`config.mk`:
```
export PLATFORM = sky130hd
export DESIGN_NAME = fpq_linearizer
export DESIGN_NICKNAME = d
export VERILOG_FILES = /design/src/rtl/fpq_lin_pkg.sv /design/src/rtl/fpq_decode.sv /design/src/rtl/fpq_baseline.sv /design/src/rtl/fpq_stage.sv /design/src/rtl/fpq_linearizer.sv
export SDC_FILE = /design/constraint.sdc
export NUM_CORES = 1
export LEC_CHECK = 0
export BUFFER_PORTS_ARGS = -buffer_cell sky130_fd_sc_hd__buf_2
export CORE_ASPECT_RATIO = 1.5
export CORE_MARGIN = 2
export CORE_UTILIZATION = 30
export DETAILED_ROUTE_END_ITERATION = 8
export GPL_TIMING_DRIVEN = 0
export PLACE_DENSITY = 0.48
export SKIP_CTS_REPAIR_TIMING = 1
export SYNTH_ARGS = -nofsm -noshare
export SYNTH_HDL_FRONTEND = slang
export SYNTH_SLANG_ARGS = --single-unit
```
`constraint.sdc`:
```
create_clock -name clk -period 9.1 [get_ports clk]
set_input_delay 0.91 -clock clk [delete_from_list [all_inputs] [get_ports clk]]
set_output_delay 0.91 -clock clk [all_outputs]
set_load 0.01 [all_outputs]
```
`src/rtl/fpq_lin_pkg.sv`:
```
package fpq_lin_pkg;

  localparam int unsigned MANT_W = 5;
  localparam int unsigned EXP_W  = 2;
  localparam int unsigned SLOT_W = 2;
  localparam int unsigned NCODE  = 1 << MANT_W;
  localparam int unsigned NRANGE = 1 << EXP_W;
  localparam int unsigned RATIO  = 5;

  // bin width in finest steps: three zones, widening toward the top code
  function automatic int unsigned bin_width(input int unsigned code);
    int unsigned fine_end;
    int unsigned mid_end;
    fine_end = NCODE / 2;
    mid_end  = fine_end + NCODE / 4;
    if (code < fine_end)     return 1;
    else if (code < mid_end) return 2;
    else                     return 4;
  endfunction

  // lower edge of a code: running sum of all narrower-code widths
  function automatic int unsigned bin_edge(input int unsigned code);
    int unsigned acc;
    acc = 0;
    for (int unsigned i = 0; i < NCODE; i++)
      if (i < code) acc += bin_width(i);
    return acc;
  endfunction

  function automatic int unsigned range_span();
    return bin_edge(NCODE);
  endfunction

  function automatic int unsigned range_scale(input int unsigned r);
    int unsigned s;
    s = 1;
    for (int unsigned i = 0; i < NRANGE; i++)
      if (i < r) s *= RATIO;
    return s;
  endfunction

  // start of range r equals full scale of range r-1
  function automatic int unsigned range_offset(input int unsigned r);
    int unsigned o;
    o = 0;
    for (int unsigned i = 0; i <= NRANGE; i++)
      if (i < r) o += range_span() * range_scale(i);
    return o;
  endfunction

endpackage

```
`src/rtl/fpq_decode.sv`:
```
module fpq_decode
  import fpq_lin_pkg::*;
#(
  parameter int unsigned OUT_W = 18
) (
  input  logic [EXP_W-1:0]  rng,
  input  logic [MANT_W-1:0] code,
  output logic [OUT_W-1:0]  raw
);
  localparam int unsigned DBL_W = OUT_W + 1;

  logic [DBL_W-1:0] edge2_lut [NCODE];
  logic [DBL_W-1:0] off2_lut  [NRANGE];
  logic [DBL_W-1:0] scale_lut [NRANGE];

  // doubled bin centre per code: 2*edge + width
  for (genvar g = 0; g < NCODE; g++) begin : g_code
    assign edge2_lut[g] = DBL_W'(2 * bin_edge(g) + bin_width(g));
  end

  for (genvar g = 0; g < NRANGE; g++) begin : g_rng
    assign off2_lut[g]  = DBL_W'(2 * range_offset(g));
    assign scale_lut[g] = DBL_W'(range_scale(g));
  end

  logic [DBL_W-1:0] centre2;
  assign centre2 = off2_lut[rng] + DBL_W'(edge2_lut[code] * scale_lut[rng]);
  assign raw     = OUT_W'((centre2 + DBL_W'(1)) >> 1);

  always_comb begin
    if (raw > OUT_W'(range_offset(NRANGE)))
      p_raw_bound_r4 : assert (1'b0) else $error("raw result above top of range 3");
  end
endmodule

```
`src/rtl/fpq_baseline.sv`:
```
module fpq_baseline
  import fpq_lin_pkg::*;
#(
  parameter int unsigned OUT_W = 18,
  parameter int unsigned PED_W = 14
) (
  input  logic              clk,
  input  logic              rst_n,
  input  logic              wr_en,
  input  logic [SLOT_W-1:0] wr_slot,
  input  logic [PED_W-1:0]  wr_val,
  input  logic [SLOT_W-1:0] rd_slot,
  input  logic [OUT_W-1:0]  raw,
  output logic [OUT_W-1:0]  net,
  output logic              clamped
);
  localparam int unsigned NSLOT = 1 << SLOT_W;

  logic [PED_W-1:0] base_q [NSLOT];

  for (genvar s = 0; s < NSLOT; s++) begin : g_slot
    always_ff @(posedge clk) begin
      if (!rst_n)                                  base_q[s] <= '0;
      else if (wr_en && wr_slot == SLOT_W'(s))     base_q[s] <= wr_val;
    end
  end

  logic [OUT_W-1:0] base_ext;
  assign base_ext = OUT_W'(base_q[rd_slot]);
  assign clamped  = base_ext > raw;
  assign net      = clamped ? '0 : raw - base_ext;

  p_write_lands_r5 : assert property (@(posedge clk) disable iff (!rst_n)
    wr_en |=> base_q[$past(wr_slot)] == $past(wr_val));

  p_net_not_above_raw_r6 : assert property (@(posedge clk) disable iff (!rst_n)
    net <= raw);
endmodule

```
`src/rtl/fpq_stage.sv`:
```
module fpq_stage
  import fpq_lin_pkg::*;
#(
  parameter int unsigned OUT_W = 18
) (
  input  logic              clk,
  input  logic              rst_n,
  input  logic              in_valid,
  output logic              in_ready,
  input  logic [OUT_W-1:0]  d_charge,
  input  logic [SLOT_W-1:0] d_slot,
  input  logic              d_cal,
  output logic              out_valid,
  input  logic              out_ready,
  output logic [OUT_W-1:0]  out_charge,
  output logic [SLOT_W-1:0] out_slot,
  output logic              out_cal
);
  logic take;
  logic stall;

  assign stall    = out_valid && !out_ready;
  assign in_ready = !stall;
  assign take     = in_valid && in_ready;

  always_ff @(posedge clk) begin
    if (!rst_n) begin
      out_valid  <= 1'b0;
      out_charge <= '0;
      out_slot   <= '0;
      out_cal    <= 1'b0;
    end else if (!stall) begin
      out_valid <= take;
      if (take) begin
        out_charge <= d_charge;
        out_slot   <= d_slot;
        out_cal    <= d_cal;
      end
    end
  end

  p_hold_r9 : assert property (@(posedge clk) disable iff (!rst_n)
    (out_valid && !out_ready) |=> out_valid && $stable(out_charge)
                                  && $stable(out_slot) && $stable(out_cal));

  p_latency_r8 : assert property (@(posedge clk) disable iff (!rst_n)
    (in_valid && in_ready) |=> out_valid);

  p_cal_units_r7 : assert property (@(posedge clk) disable iff (!rst_n)
    (out_valid && out_cal) |-> (out_charge % 3) == 0);
endmodule

```
`src/rtl/fpq_linearizer.sv`:
```
module fpq_linearizer
  import fpq_lin_pkg::*;
#(
  parameter int unsigned OUT_W = 18,
  parameter int unsigned PED_W = 14
) (
  input  logic                             clk,
  input  logic                             rst_n,
  input  logic                             in_valid,
  output logic                             in_ready,
  input  logic [SLOT_W+EXP_W+MANT_W-1:0]   in_word,
  input  logic                             in_cal,
  input  logic                             ped_we,
  input  logic [SLOT_W-1:0]                ped_slot,
  input  logic [PED_W-1:0]                 ped_val,
  output logic                             out_valid,
  input  logic                             out_ready,
  output logic [OUT_W-1:0]                 out_charge,
  output logic [SLOT_W-1:0]                out_slot,
  output logic                             out_cal
);
  localparam int unsigned CAL_MUL = 3;
  localparam int unsigned TOP_RAW = range_offset(NRANGE);
  localparam int unsigned TOP_OUT = CAL_MUL * TOP_RAW;

  logic [MANT_W-1:0] f_code;
  logic [EXP_W-1:0]  f_rng;
  logic [SLOT_W-1:0] f_slot;

  assign f_code = in_word[MANT_W-1:0];
  assign f_rng  = in_word[MANT_W+EXP_W-1:MANT_W];
  assign f_slot = in_word[MANT_W+EXP_W+SLOT_W-1:MANT_W+EXP_W];

  logic [OUT_W-1:0] raw_q;
  logic [OUT_W-1:0] net_q;
  logic             clamped;
  logic [OUT_W-1:0] scaled;

  fpq_decode #(.OUT_W(OUT_W)) u_decode (
    .rng  (f_rng),
    .code (f_code),
    .raw  (raw_q)
  );

  fpq_baseline #(.OUT_W(OUT_W), .PED_W(PED_W)) u_base (
    .clk     (clk),
    .rst_n   (rst_n),
    .wr_en   (ped_we),
    .wr_slot (ped_slot),
    .wr_val  (ped_val),
    .rd_slot (f_slot),
    .raw     (raw_q),
    .net     (net_q),
    .clamped (clamped)
  );

  assign scaled = in_cal ? OUT_W'(net_q * CAL_MUL) : net_q;

  fpq_stage #(.OUT_W(OUT_W)) u_stage (
    .clk        (clk),
    .rst_n      (rst_n),
    .in_valid   (in_valid),
    .in_ready   (in_ready),
    .d_charge   (scaled),
    .d_slot     (f_slot),
    .d_cal      (in_cal),
    .out_valid  (out_valid),
    .out_ready  (out_ready),
    .out_charge (out_charge),
    .out_slot   (out_slot),
    .out_cal    (out_cal)
  );

  p_out_bound_r3 : assert property (@(posedge clk) disable iff (!rst_n)
    out_valid |-> out_charge <= OUT_W'(TOP_OUT));

  p_clamp_gives_zero_r6 : assert property (@(posedge clk) disable iff (!rst_n)
    (in_valid && in_ready && clamped) |=> out_charge == '0);

  p_slot_follows_r1 : assert property (@(posedge clk) disable iff (!rst_n)
    (in_valid && in_ready) |=> out_slot == $past(f_slot));
endmodule

```
==> Word-level counts from Yosys, hierarchy flattened <==
Memories as Yosys holds them, arrays and structs flattened.
Cells that the tools add are included.
{ "word_totals": {"reg_bits": 22, "latchBits": 0, "mem_bits_rw": 56, "romBits": 608, "inputBits": 31, "output_inout_bits": 23, "word_cells": 61, "mem_count": 2} }
{ "mem_list": {"columns": ["memory", "depth", "word_bits", "rd", "rd_clocked_by_memory_dff", "wr", "line_no", "rtl"], "rows": [
  ["(no name shown)", 32, 19, 1, 0, 0, "fpq_decode.sv:27", "assign centre2 = off2_lut[rng] + DBL_W'(edge2_lut[code] * scale_lut[rng]);"],
  ["u_base.base_q", 4, 14, 1, 0, 4, "fpq_baseline.sv:19", "logic [PED_W-1:0] base_q [NSLOT];"]
]} }
{ "classes": {"addsub": 3, "n_mul": 2, "div_mod_pow": 0, "order_cmp": 3, "n_eq_ne": 3, "shift": 0, "mux": 27, "bitwise": 7, "reduce_logical": 10} }
{ "ops": {"columns": ["cell", "n"], "rows": [
  ["$mux 19", 6],
  ["$bmux 19 s2", 2],
  ["$mux 14", 4],
  ["$mux 18", 2],
  ["$add 19x1->19 const B", 1],
  ["$add 19x19->19", 1],
  ["$mul 19x19->19", 1],
  ["$gt 14x18->1", 1],
  ["$mul 18x2->18 const B", 1],
  ["$sub 18x14->18", 1],
  ["$mux 1", 13],
  ["$ge 6x6->1 const B", 1],
  ["$logic_and 1x1->1", 6],
  ["$not 5->6", 1],
  ["$eq 2x2->1 const B", 2],
  ["$or 1x1->1", 4],
  ["$ge 3x3->1 const B", 1],
  ["$not 2->3", 1],
  ["$eq 2x1->1 const B", 1],
  ["$logic_not 1->1", 2],
  ["$logic_not 2->1", 1],
  ["$reduce_and 2->1", 1],
  ["$not 1->1", 1]
]} }

==> Logic depth before layout (Yosys ltp) <==
Gate-level depths: netlist (run 1).
{ "depth": {"ltp_word": 11, "ltp_mapped": 43, "ltp_nobuf": 40} }

==> By module <==
From an unflattened synthesis (run 1), not the netlist that was laid out.
{ "unflattened": {"cells_unflattened": 743, "hier_area_um2": 7305.8} }
{ "modules_own_cells": {"columns": ["module", "n_inst", "cells_per_inst", "area_per_inst_um2", "seq_area_each_um2"], "rows": [
  ["fpq_baseline", 1, 293, 3510.9, 1681.6],
  ["fpq_decode", 1, 210, 1815.5, 0.0],
  ["fpq_linearizer", 1, 143, 1064.8, 0.0],
  ["fpq_stage", 1, 97, 914.6, 440.4]
]} }

==> Least setup slack after synthesis (run 1) <==
OpenSTA, ideal clock, no wires.
{ "synth_path": {"path_kind": "input to register", "start": "input port in_word[4]", "end": "register u_stage.out_charge[16]", "setup_time_ns": 0.087, "t_arrival_ns": 9.003, "t_required_ns": 9.013, "setup_slack_ns": 0.010, "stages": 41, "path_buffers": 3, "cell_sequence": "clkbuf_1 -> nand2_1 -> nor2_1 -> nor3_1 -> ha_1 -> inv_1 -> fa_1 -> inv_1 -> fa_1 -> ha_1 -> ha_1 -> fa_1 -> ha_1 -> ha_1 -> a41o_1 -> a21oi_1 -> o21bai_1 -> a21oi_1 -> (+5 left out) -> a21oi_1 -> o21ai_0 -> nor2_1 -> o21ai_0 -> nor2_1 -> buf_2 -> buf_2 -> nor2_1 -> ha_1 -> nand2_1 -> a211oi_1 -> o21a_1 -> o21ai_0 -> nor3_2 -> o31ai_2 -> a21boi_1 -> o31a_1 -> o31ai_1"} }
{ "synth_between": {"elab_chain_cells": 11, "elab_cells_between_ends": 12, "cone_classes": "add/sub: 3; mul: 2; order compare: 1; mux: 4; bitwise: 1; memory: 1"} }
{ "synth_lines": {"columns": ["item", "line_no", "rtl"], "rows": [
  ["start, declared", "fpq_linearizer.sv:11", "input logic [SLOT_W+EXP_W+MANT_W-1:0] in_word,"],
  ["$not 5->6 (not written as such) *", "fpq_decode.sv:27", null],
  ["$mem_v2 32x19 *", null, null],
  ["$mux 19 (not written as such) * (2 in a row)", "fpq_decode.sv:27", null],
  ["$mul 19x19->19 *", "fpq_decode.sv:27", null],
  ["$add 19x19->19 *", "fpq_decode.sv:27", null],
  ["$add 19x1->19 *", "fpq_decode.sv:28", "assign raw = OUT_W'((centre2 + DBL_W'(1)) >> 1);"],
  ["$sub 18x14->18 or $gt 14x18->1 (tied branches)", "fpq_baseline.sv:31, fpq_baseline.sv:30", null],
  ["$mux 18 *", "fpq_baseline.sv:31", "assign net = clamped ? '0 : raw - base_ext;"],
  ["$mul 18x2->18", "fpq_linearizer.sv:57", "assign scaled = in_cal ? OUT_W'(net_q * CAL_MUL) : net_q;"],
  ["$mux 18 *", "fpq_linearizer.sv:57", null],
  ["end signal, assigned", "fpq_stage.sv:35", "out_charge <= d_charge;"],
  ["end, declared", "fpq_stage.sv:15", "output logic [OUT_W-1:0] out_charge,"]
]} }
Mark *: on every way between the ends. The rest lies on a longest branch, timed or not. The select of a mux whose other input is x is not followed.
A chain may end at the register's enable or synchronous reset.

==> Worst setup path after layout (run 1) <==
{ "layout_path": {"start": "input port in_word[3]", "end": "register u_stage.out_charge[10]"} }
The elaborated chain is that of the path after synthesis.

==> results of run 1 <==
[metal layers]
metal | GRT usage, % | up-vias | wire (um)
met4 | 5.94 | 0 | 539
met1 | 16.8 | 2715 | 7480
li1 | - | 2827 | -
met2 | 30.8 | 88 | 10600
met5 | 0 | - | 0
met3 | 1.82 | 27 | 465
[sequential cells by signal (all words and copies together) (netlist names)]
name and cells:
u_stage.out_valid 1, u_stage.out_cal 1, u_base.base_q 56, u_stage.out_charge 18, u_stage.out_slot 2
[worst max path at each step]
stage,start,endpoint
finish,in_word[3],u_stage.out_charge[10]$_SDFFE_PN0P_
global route,in_word[4],u_stage.out_charge[10]$_SDFFE_PN0P_
CTS,in_word[4],u_stage.out_charge[16]$_SDFFE_PN0P_
detailed placement,in_word[4],u_stage.out_charge[16]$_SDFFE_PN0P_
global placement,in_word[4],u_stage.out_charge[16]$_SDFFE_PN0P_
floorplan,in_word[4],u_stage.out_charge[16]$_SDFFE_PN0P_
[tightest hold or removal path: cells and delay by family, from the launching register on]
kind             cells  cell delay [ns]
AO/OA/AOI/OAI        1             0.05
flip-flops           1             0.30
AND/OR/NAND/NOR      1             0.05
[stage by stage]
stage / total power, mW / worst slack (ns) / cell area [um2] / util, %
after floorplan: 1.83 / 0.0104 / 6990 / -
after global placement: 2.27 / -1.75 / 7600 / 33.1
after detailed placement: 2.27 / -1.68 / 7640 / 33.3
after CTS: 2.64 / -1.35 / 7940 / 34.5
after global routing: 3.28 / -0.149 / 8620 / 37.5
final: 3.05 / 0.249 / 8620 / 37.5
[report_power, final]
part	leakage [nW]	switching [mW]	internal (mW)
registers	0.731	0.0163	0.418
logic	2.89	1.35	0.925
clock network	0.141	0.141	0.207
[cells in the final DEF (no fill, tap or decap), types with 5 or more instances in the layout]
| cell | instances |
|---|---|
| nand2_2 | 5 |
| edfxtp_1 | 56 |
| mux4_2 | 14 |
| dfxtp_1 | 22 |
| nor2_2 | 8 |
| nor2_1 | 51 |
| fa_1 | 24 |
| a21boi_0 | 5 |
| clkbuf_16 | 9 |
| o21a_1 | 6 |
| a21oi_1 | 24 |
| nor2b_1 | 9 |
| nand2b_1 | 7 |
| nand2_1 | 48 |
| xnor2_1 | 15 |
| ha_4 | 11 |
| mux2i_1 | 7 |
| clkbuf_1 | 21 |
| and2_1 | 67 |
| and3_1 | 5 |
| buf_2 | 52 |
| o21ai_0 | 26 |
| xor2_1 | 9 |
| nand3_1 | 12 |
| ha_1 | 64 |
| nor3_1 | 16 |
| o21ai_2 | 9 |
| a21o_1 | 8 |
| inv_1 | 70 |
| buf_4 | 28 |
| a21oi_2 | 6 |
[cell type report]
class / instances / area [um2] / share of cell area (%)
clock inverter: 4 / 28.8 / 0.334
buffer: 25 / 129 / 1.49
timing repair buffer: 83 / 520 / 6.04
multi-input combinational: 564 / 4940 / 57.3
tap: 280 / 350 / 4.06
clock buffer: 12 / 267 / 3.09
inverter: 71 / 267 / 3.09
sequential: 78 / 2120 / 24.6
[kinds of logic (layout without fill, tap and decap cells)]
| group | Yosys count | count (layout) | share of synthesized area (%) |
|---|---|---|---|
| other | 1 | 1 | 0.0537 |
| adder cells (fa/ha/maj) | 101 | 101 | 20.8 |
| AND/OR/NAND/NOR | 262 | 262 | 19.4 |
| flip-flops | 78 | 78 | 30.4 |
| AO/OA/AOI/OAI | 153 | 153 | 15.3 |
| multiplexers | 22 | 22 | 5.68 |
| XOR/XNOR | 25 | 25 | 3.13 |
| buffers and inverters | 97 | 195 | 5.25 |
[cell usage after synthesis, types with 9 or more instances]
library cell / count / area (um2)
nor2b_1: 9 / 56.3
inv_1: 71 / 267
edfxtp_1: 56 / 1680
o21ai_0: 37 / 185
and2_1: 67 / 419
ha_1: 76 / 951
xor2_1: 10 / 87.6
nor2_1: 63 / 236
dfxtp_1: 22 / 440
xnor2_1: 15 / 131
nand3_1: 13 / 65.1
nand2_1: 54 / 203
nor3_1: 19 / 95.1
mux4_2: 14 / 315
a21oi_1: 32 / 160
clkbuf_1: 23 / 86.3
fa_1: 25 / 500
==> impl_metrics.json, run 1 <==
{
  "relSlewSlack_pct": 39.7,
  "worstSetupEndpointType": "flop",
  "antennaDiodeCount": 0,
  "hold_class": "flop to flop",
  "synth_async_sr_flop_share_pct": 0,
  "cts-buffers-inserted": 9,
  "clk-insertion-delay-late_ns": 0.34,
  "place_congestion": 0.836,
  "slowest_delay_ns": 0.53,
  "fill_cells": 2350,
  "finalNonFillerCells": 1117,
  "ys.flop_type": "edfxtp_1",
  "max_freq_ghz": 0.113,
  "cp.arrival_ns": 9.13,
  "period_share_pct": 97.3,
  "clk_pin_slew_ns": 0.06,
  "io_pins": 54,
  "grt_pass1_vias": 5866,
  "hp-start": "u_stage.out_slot[0]$_SDFFE_PN0P_",
  "cpMaxStageDelayCell": "fa_1",
  "cts_root_buf": "clkbuf_16",
  "drv_cap": 0,
  "firstDrtPassIters": 4,
  "syn_avg_cell_area_um2": 9.45,
  "r2r-start": "u_base.base_q[3][2]$_SDFFCE_PN0P_",
  "die_h_um": 191,
  "cp_data_required_time_ns": 9.38,
  "drc_errors": 0,
  "holdWs_ns": 0.450,
  "synth.ff_latch_count": 78,
  "fin_nets": 964,
  "coreArea_um2": 23000,
  "seq_area_frac_synth_pct": 30.4,
  "ys_types": 74,
  "power.static_leakage_nw": 3.76,
  "drt_iter0_markers": 207,
  "htreeDepth": 3,
  "die_w_um": 129,
  "reg2reg_to": "u_stage.out_charge[13]$_SDFFE_PN0P_",
  "path_buf_inv": 7,
  "synth-edff-count": 56,
  "syn2layout_area_growth_pct": 23.4,
  "synthCells": 739,
  "min_period_ns": 8.85,
  "p_per_area_nw_per_um2": 354,
  "setup-violations-final": 0,
  "io_buffer_count": 52,
  "dp.cells": 1073,
  "layout-drive-gt1-share_pct": 23.7,
  "outcome": "finished clean",
  "tightest_slew_ns": 0.905,
  "path_max_fanout": 8,
  "hpwlAfterDp_um": 15100,
  "antenna_left": 0,
  "routed_wl_um": 19000,
  "critical_path_depth": 43,
  "crit_path_start_kind": "input port",
  "skew_ns": 0.00816,
  "vdd_drop_max_mv": 0.180,
  "cts_tree": "yes",
  "cts_sinks": 78,
  "vias": 5657,
  "track_usage_pct": 15.7,
  "reg2regPathDepth": 18,
  "viasPerCell": 5.06,
  "path_delay_family": "adder cells",
  "path_common_cell": "ha_1",
  "grt_max_degree": 15,
  "min_to": "u_stage.out_slot[0]$_SDFFE_PN0P_",
  "clock_path_buffers": 2,
  "rows": 68,
  "rrSetupSlack_ns": 4.13,
  "synth_area_um2": 6990,
  "maxSlewViolCount": 0,
  "grt_pass1_wl_um": 29800,
  "die-area_um2": 24500,
  "start_util_pct": 30.4,
  "worstHoldPathCells": 2,
  "synth_nets": 871,
  "grt_overflow": 0,
  "synth_warnings": 0,
  "fin_tns_setup_ns": 0,
  "grt_antenna_before_repair": 0,
  "wl_per_cell_um": 17.0,
  "hold_viol_final": 0,
  "critPathKind": "input port to flop"
}
No activity file was read; power rests on OpenSTA's default activity.
==> inputs of run 2 (changes only) <==
Settings changed: CORE_ASPECT_RATIO 1.5 to default, CTS_CLUSTER_SIZE from default to 25, GPL_TIMING_DRIVEN 0 to default.
==> impl_metrics.json, run 2 (synthesis results as in run 1) <==
{
  "outcome": "finished clean",
  "routed_wl_um": 17700,
  "grt_antenna_before_repair": 0,
  "cpMaxStageDelayCell": "fa_1",
  "antennaDiodeCount": 0,
  "die-area_um2": 24500,
  "setup-violations-final": 0,
  "vias": 5665,
  "viasPerCell": 4.74,
  "holdWs_ns": 0.451,
  "cts_root_buf": "clkbuf_16",
  "cp.arrival_ns": 8.93,
  "cp_data_required_time_ns": 9.35,
  "die_h_um": 157,
  "io_pins": 54,
  "min_period_ns": 8.68,
  "power.static_leakage_nw": 4.06,
  "firstDrtPassIters": 5,
  "place_congestion": 0.819,
  "rows": 55,
  "clkPwrFrac_pct": 12.7,
  "hold_class": "flop to flop",
  "clk-insertion-delay-late_ns": 0.34,
  "clk_pin_slew_ns": 0.06,
  "htreeDepth": 3,
  "final_common_cell": "buf_4",
  "track_usage_pct": 15.2,
  "die_w_um": 157,
  "path_max_fanout": 5,
  "tightest_slew_ns": 0.982,
  "slowest_delay_ns": 0.50,
  "cts-buffers-inserted": 9,
  "pwr-share-comb_pct": 73.2,
  "path_delay_family": "adder cells",
  "top_register": "u_base.base_q",
  "fin_tns_setup_ns": 0,
  "cts_sinks": 78,
  "max_freq_ghz": 0.115,
  "crit_path_start_kind": "input port",
  "fin_nets": 1008,
  "drt_iter0_markers": 166,
  "grt_pass1_wl_um": 29600,
  "grt_overflow": 0,
  "critPathKind": "input port to flop",
  "grt_pass1_vias": 5816,
  "internal_power_mw": 1.67,
  "drc_errors": 0,
  "hpwlAfterDp_um": 13600,
  "start_util_pct": 30.7,
  "maxSlewViolCount": 0,
  "largest_reg_flops": 56,
  "grt_max_degree": 33,
  "hold_viol_final": 0,
  "power_frac_seq_pct": 14.2,
  "place_ws_ns": -0.277,
  "final.setup.worst_slack_ns": 0.421,
  "path_common_cell": "ha_1",
  "top_regs": "u_base.base_q: 56 flops, u_stage.out_charge: 18 flops, u_stage.out_slot: 2 flops",
  "coreArea_um2": 22800,
  "path_buf_inv": 6,
  "relSlewSlack_pct": 34.3,
  "layout-drive-gt1-share_pct": 25.7,
  "swShare_pct": 45.3,
  "skew_ns": 0.0140,
  "wl_per_cell_um": 14.8,
  "vdd_drop_max_mv": 0.193,
  "drv_cap": 0,
  "cts_tree": "yes",
  "worstSetupEndpointType": "flop",
  "io_buffer_count": 53,
  "syn2layout_area_growth_pct": 25.5,
  "layout_common_cells": "buf_4 (96), ha_1 (74), inv_1 (71), and2_1 (67), nor2_1 (58)",
  "antenna_left": 0,
  "clock_path_buffers": 2,
  "p_per_area_nw_per_um2": 348,
  "period_share_pct": 95.4,
  "switchingPower_mw": 1.38
}
run 2: cell types whose count changed in the layout (fill, tap and decap cells not counted), moves of 4 or more:
cell,before,now
buf_4,28,96
clkbuf_1,21,2
ha_1,64,74
ha_4,11,1
nor2_1,51,58
nand2_1,48,52
nor2_2,8,4
run 2: worst min-delay path, cell delays in order, from the launching register on:
cell     delay (ns)
dfxtp_1        0.30
nand2_1        0.05
a21oi_1        0.05
run 2: metal layers:
| metal | wire length (um) | up-vias | GRT usage, % |
|---|---|---|---|
| li1 | - | 2911 | - |
| met1 | 8530 | 2687 | 20.2 |
| met2 | 8610 | 63 | 26.4 |
| met3 | 408 | 4 | 1.97 |
| met4 | 104 | 0 | 3.36 |
| met5 | 0 | - | 0 |
run 2: area by class of cell:
| class | instances | area [um2] |
|---|---|---|
| Multi-Input combinational cell | 564 | 4640 |
| Clock buffer | 11 | 233 |
| Fill cell | 2268 | 14000 |
| Timing Repair Buffer | 152 | 1030 |
| Inverter | 71 | 267 |
| Sequential cell | 78 | 2120 |
| Tap cell | 313 | 392 |
| Clock inverter | 5 | 81.3 |
run 2: path summary, 6_finish.rpt:
path	from	end	slack (ns)	cells past startpoint
hold / removal	u_stage.out_slot[0]$_SDFFE_PN0P_	u_stage.out_slot[0]$_SDFFE_PN0P_	0.45	2
setup / recovery	in_word[3]	u_stage.out_charge[16]$_SDFFE_PN0P_	0.42	42
hold reg to reg	u_stage.out_slot[0]$_SDFFE_PN0P_	u_stage.out_slot[0]$_SDFFE_PN0P_	0.45	2
setup reg to reg	u_base.base_q[3][2]$_SDFFCE_PN0P_	u_stage.out_charge[17]$_SDFFE_PN0P_	4.47	20
run 2: power by group through the flow:
stage	Sequential (mW)	Clock (mW)	Combinational, mW
global placement	0.439	0	2.15
CTS	0.433	0.395	2.14
detailed placement	0.440	0	2.12
finish	0.432	0.386	2.23
global route	0.436	0.408	2.49
floorplan	0.444	0	1.39
run 2: stage by stage:
stage / utilization [%] / power (mW) / instance area, um2 / cells
after detailed placement: 36.2 / 2.56 / 8250 / 1171
after floorplan: - / 1.83 / 6990 / 739
after global routing: 38.5 / 3.33 / 8770 / 1194
after global placement: 36.2 / 2.58 / 8250 / 1171
final: 38.5 / 3.05 / 8770 / 1194
after CTS: 37.6 / 2.97 / 8560 / 1187
==> inputs of run 3 (changes only) <==
Settings changed: BUFFER_PORTS_ARGS -buffer_cell sky130_fd_sc_hd__buf_2 to default, DONT_BUFFER_PORTS from default to 1, MAX_ROUTING_LAYER from default to met4, PLACE_DENSITY 0.48 to 0.46.
==> impl_metrics.json, run 3 (synthesis results as in run 1) <==
{
  "vias": 5545,
  "grt_antenna_before_repair": 0,
  "viasPerCell": 5.04,
  "placed_cell_area_um2": 7680,
  "period_share_pct": 94.9,
  "hpwlAfterDp_um": 13500,
  "firstDrtPassIters": 5,
  "drt_iter0_markers": 280,
  "layout_common_cells": "ha_1 (76), inv_1 (71), and2_1 (67), nor2_1 (60), buf_4 (58)",
  "die-area_um2": 24500,
  "io_pins": 54,
  "setup-violations-final": 0,
  "place_ws_ns": -0.245,
  "cts_root_buf": "clkbuf_16",
  "cts_tree": "yes",
  "cts-buffers-inserted": 9,
  "worstSetupEndpoint": "u_stage.out_charge[17]$_SDFFE_PN0P_",
  "cts_sinks": 78,
  "relSlewSlack_pct": 30.8,
  "die_w_um": 157,
  "grt_overflow": 0,
  "total_power_mw": 2.83,
  "reg2regPathDepth": 22,
  "slowest_delay_ns": 0.54,
  "hold_class": "flop to flop",
  "skew_ns": 0.0143,
  "drv_cap": 0,
  "path_common_cell": "ha_1",
  "reg2reg_to": "u_stage.out_charge[16]$_SDFFE_PN0P_",
  "maxSlewViolCount": 0,
  "critPathKind": "input port to flop",
  "p_per_area_nw_per_um2": 349,
  "track_usage_pct": 15.4,
  "max_freq_ghz": 0.116,
  "place_congestion": 0.885,
  "htreeDepth": 3,
  "rrSetupSlack_ns": 4.27,
  "grt_pass1_vias": 5859,
  "grt_max_degree": 33,
  "cp.arrival_ns": 8.87,
  "layout-drive-gt1-share_pct": 15.7,
  "holdWs_ns": 0.502,
  "fin_tns_setup_ns": 0,
  "final_common_cell": "ha_1",
  "crit_start": "in_word[4]",
  "cp_data_required_time_ns": 9.33,
  "path_max_fanout": 12,
  "cpMaxStageDelayCell": "fa_1",
  "die_h_um": 157,
  "drc_errors": 0,
  "r2r-start": "u_base.base_q[3][2]$_SDFFCE_PN0P_",
  "crit_path_start_kind": "input port",
  "antenna_left": 0,
  "power.static_leakage_nw": 3.60,
  "hold_viol_final": 0,
  "clk-insertion-delay-late_ns": 0.35,
  "antennaDiodeCount": 0,
  "clk_pin_slew_ns": 0.06,
  "min_period_ns": 8.64,
  "top_regs": "u_base.base_q: 56 flops, u_stage.out_charge: 18 flops, u_stage.out_slot: 2 flops",
  "io_buffer_count": 0,
  "worstSetupEndpointType": "flop",
  "largest_reg_flops": 56,
  "syn2layout_area_growth_pct": 16.1,
  "routed_wl_um": 17500,
  "wl_per_cell_um": 15.9,
  "vdd_drop_max_mv": 0.177,
  "top_register": "u_base.base_q",
  "final.setup.worst_slack_ns": 0.462,
  "grt_pass1_wl_um": 29000,
  "outcome": "finished clean",
  "fin_nets": 915,
  "tightest_slew_ns": 1.03,
  "start_util_pct": 30.7,
  "clock_path_buffers": 2,
  "rows": 55,
  "finalInstanceArea_um2": 8110,
  "coreArea_um2": 22800
}
run 3: changes by cell type in the layout (fill, tap and decap cells not counted), sizes merged:
cell / change
buf: -92
bufinv: -1
clkbuf: -2
clkinv: +2
clkinvlp: +1
inv: -1
run 3: through the flow:
stage | utilization [%] | cells
3_3_place_gp | 33.7 | 1078
5_1_grt | 35.6 | 1101
3_5_place_dp | 33.7 | 1078
6_report | 35.6 | 1101
4_1_cts | 35.0 | 1094
2_1_floorplan | - | 739
run 3: power by group:
part	switching, mW	total [mW]	leakage, nW	internal [mW]
Clock	0.148	0.360	0.143	0.212
Combinational	1.15	2.03	2.72	0.877
Sequential	0.0257	0.443	0.731	0.418
Total	1.32	2.83	3.60	1.51
run 3: how the worst min path moves through the flow:
stage / start / end / slack (ns) / cells past startpoint
floorplan: u_stage.out_charge[1]$_SDFFE_PN0P_ / u_stage.out_charge[1]$_SDFFE_PN0P_ / 0.48 / 2
global placement: u_stage.out_cal$_SDFFE_PN0P_ / u_stage.out_cal$_SDFFE_PN0P_ / 0.50 / 2
detailed placement: u_stage.out_slot[0]$_SDFFE_PN0P_ / u_stage.out_slot[0]$_SDFFE_PN0P_ / 0.50 / 2
CTS: u_stage.out_slot[0]$_SDFFE_PN0P_ / u_stage.out_slot[0]$_SDFFE_PN0P_ / 0.51 / 2
global route: u_stage.out_slot[0]$_SDFFE_PN0P_ / u_stage.out_slot[0]$_SDFFE_PN0P_ / 0.54 / 2
finish: u_stage.out_slot[0]$_SDFFE_PN0P_ / u_stage.out_slot[0]$_SDFFE_PN0P_ / 0.50 / 2
run 3: metal layers:
metal / share of wire, % / global-route usage (%) / vias to the layer above
met5: 0 / - / -
met4: 2.0 / 4.54 / 0
met3: 4.2 / 2.58 / 24
met2: 51 / 27.2 / 104
met1: 43 / 18.0 / 2690
li1: - / - / 2727
run 3: area by class of cell:
cell class / instances / area (um2)
multi-input combinational: 564 / 4590
timing repair buffer: 59 / 447
clock inverter: 6 / 61.3
sequential: 78 / 2120
inverter: 71 / 267
fill: 2320 / 14700
tap: 313 / 392
clock buffer: 10 / 229
run 3: worst max-delay path: cells and delay by family:
family                     cells  cell delay (ns)
and+or+nand+nor               10             1.47
buffers and inverters          7             0.93
AOI/OAI and AO/OA              7             1.60
xor gates and xnor gates       1             0.16
adders and majority gates     10             3.78
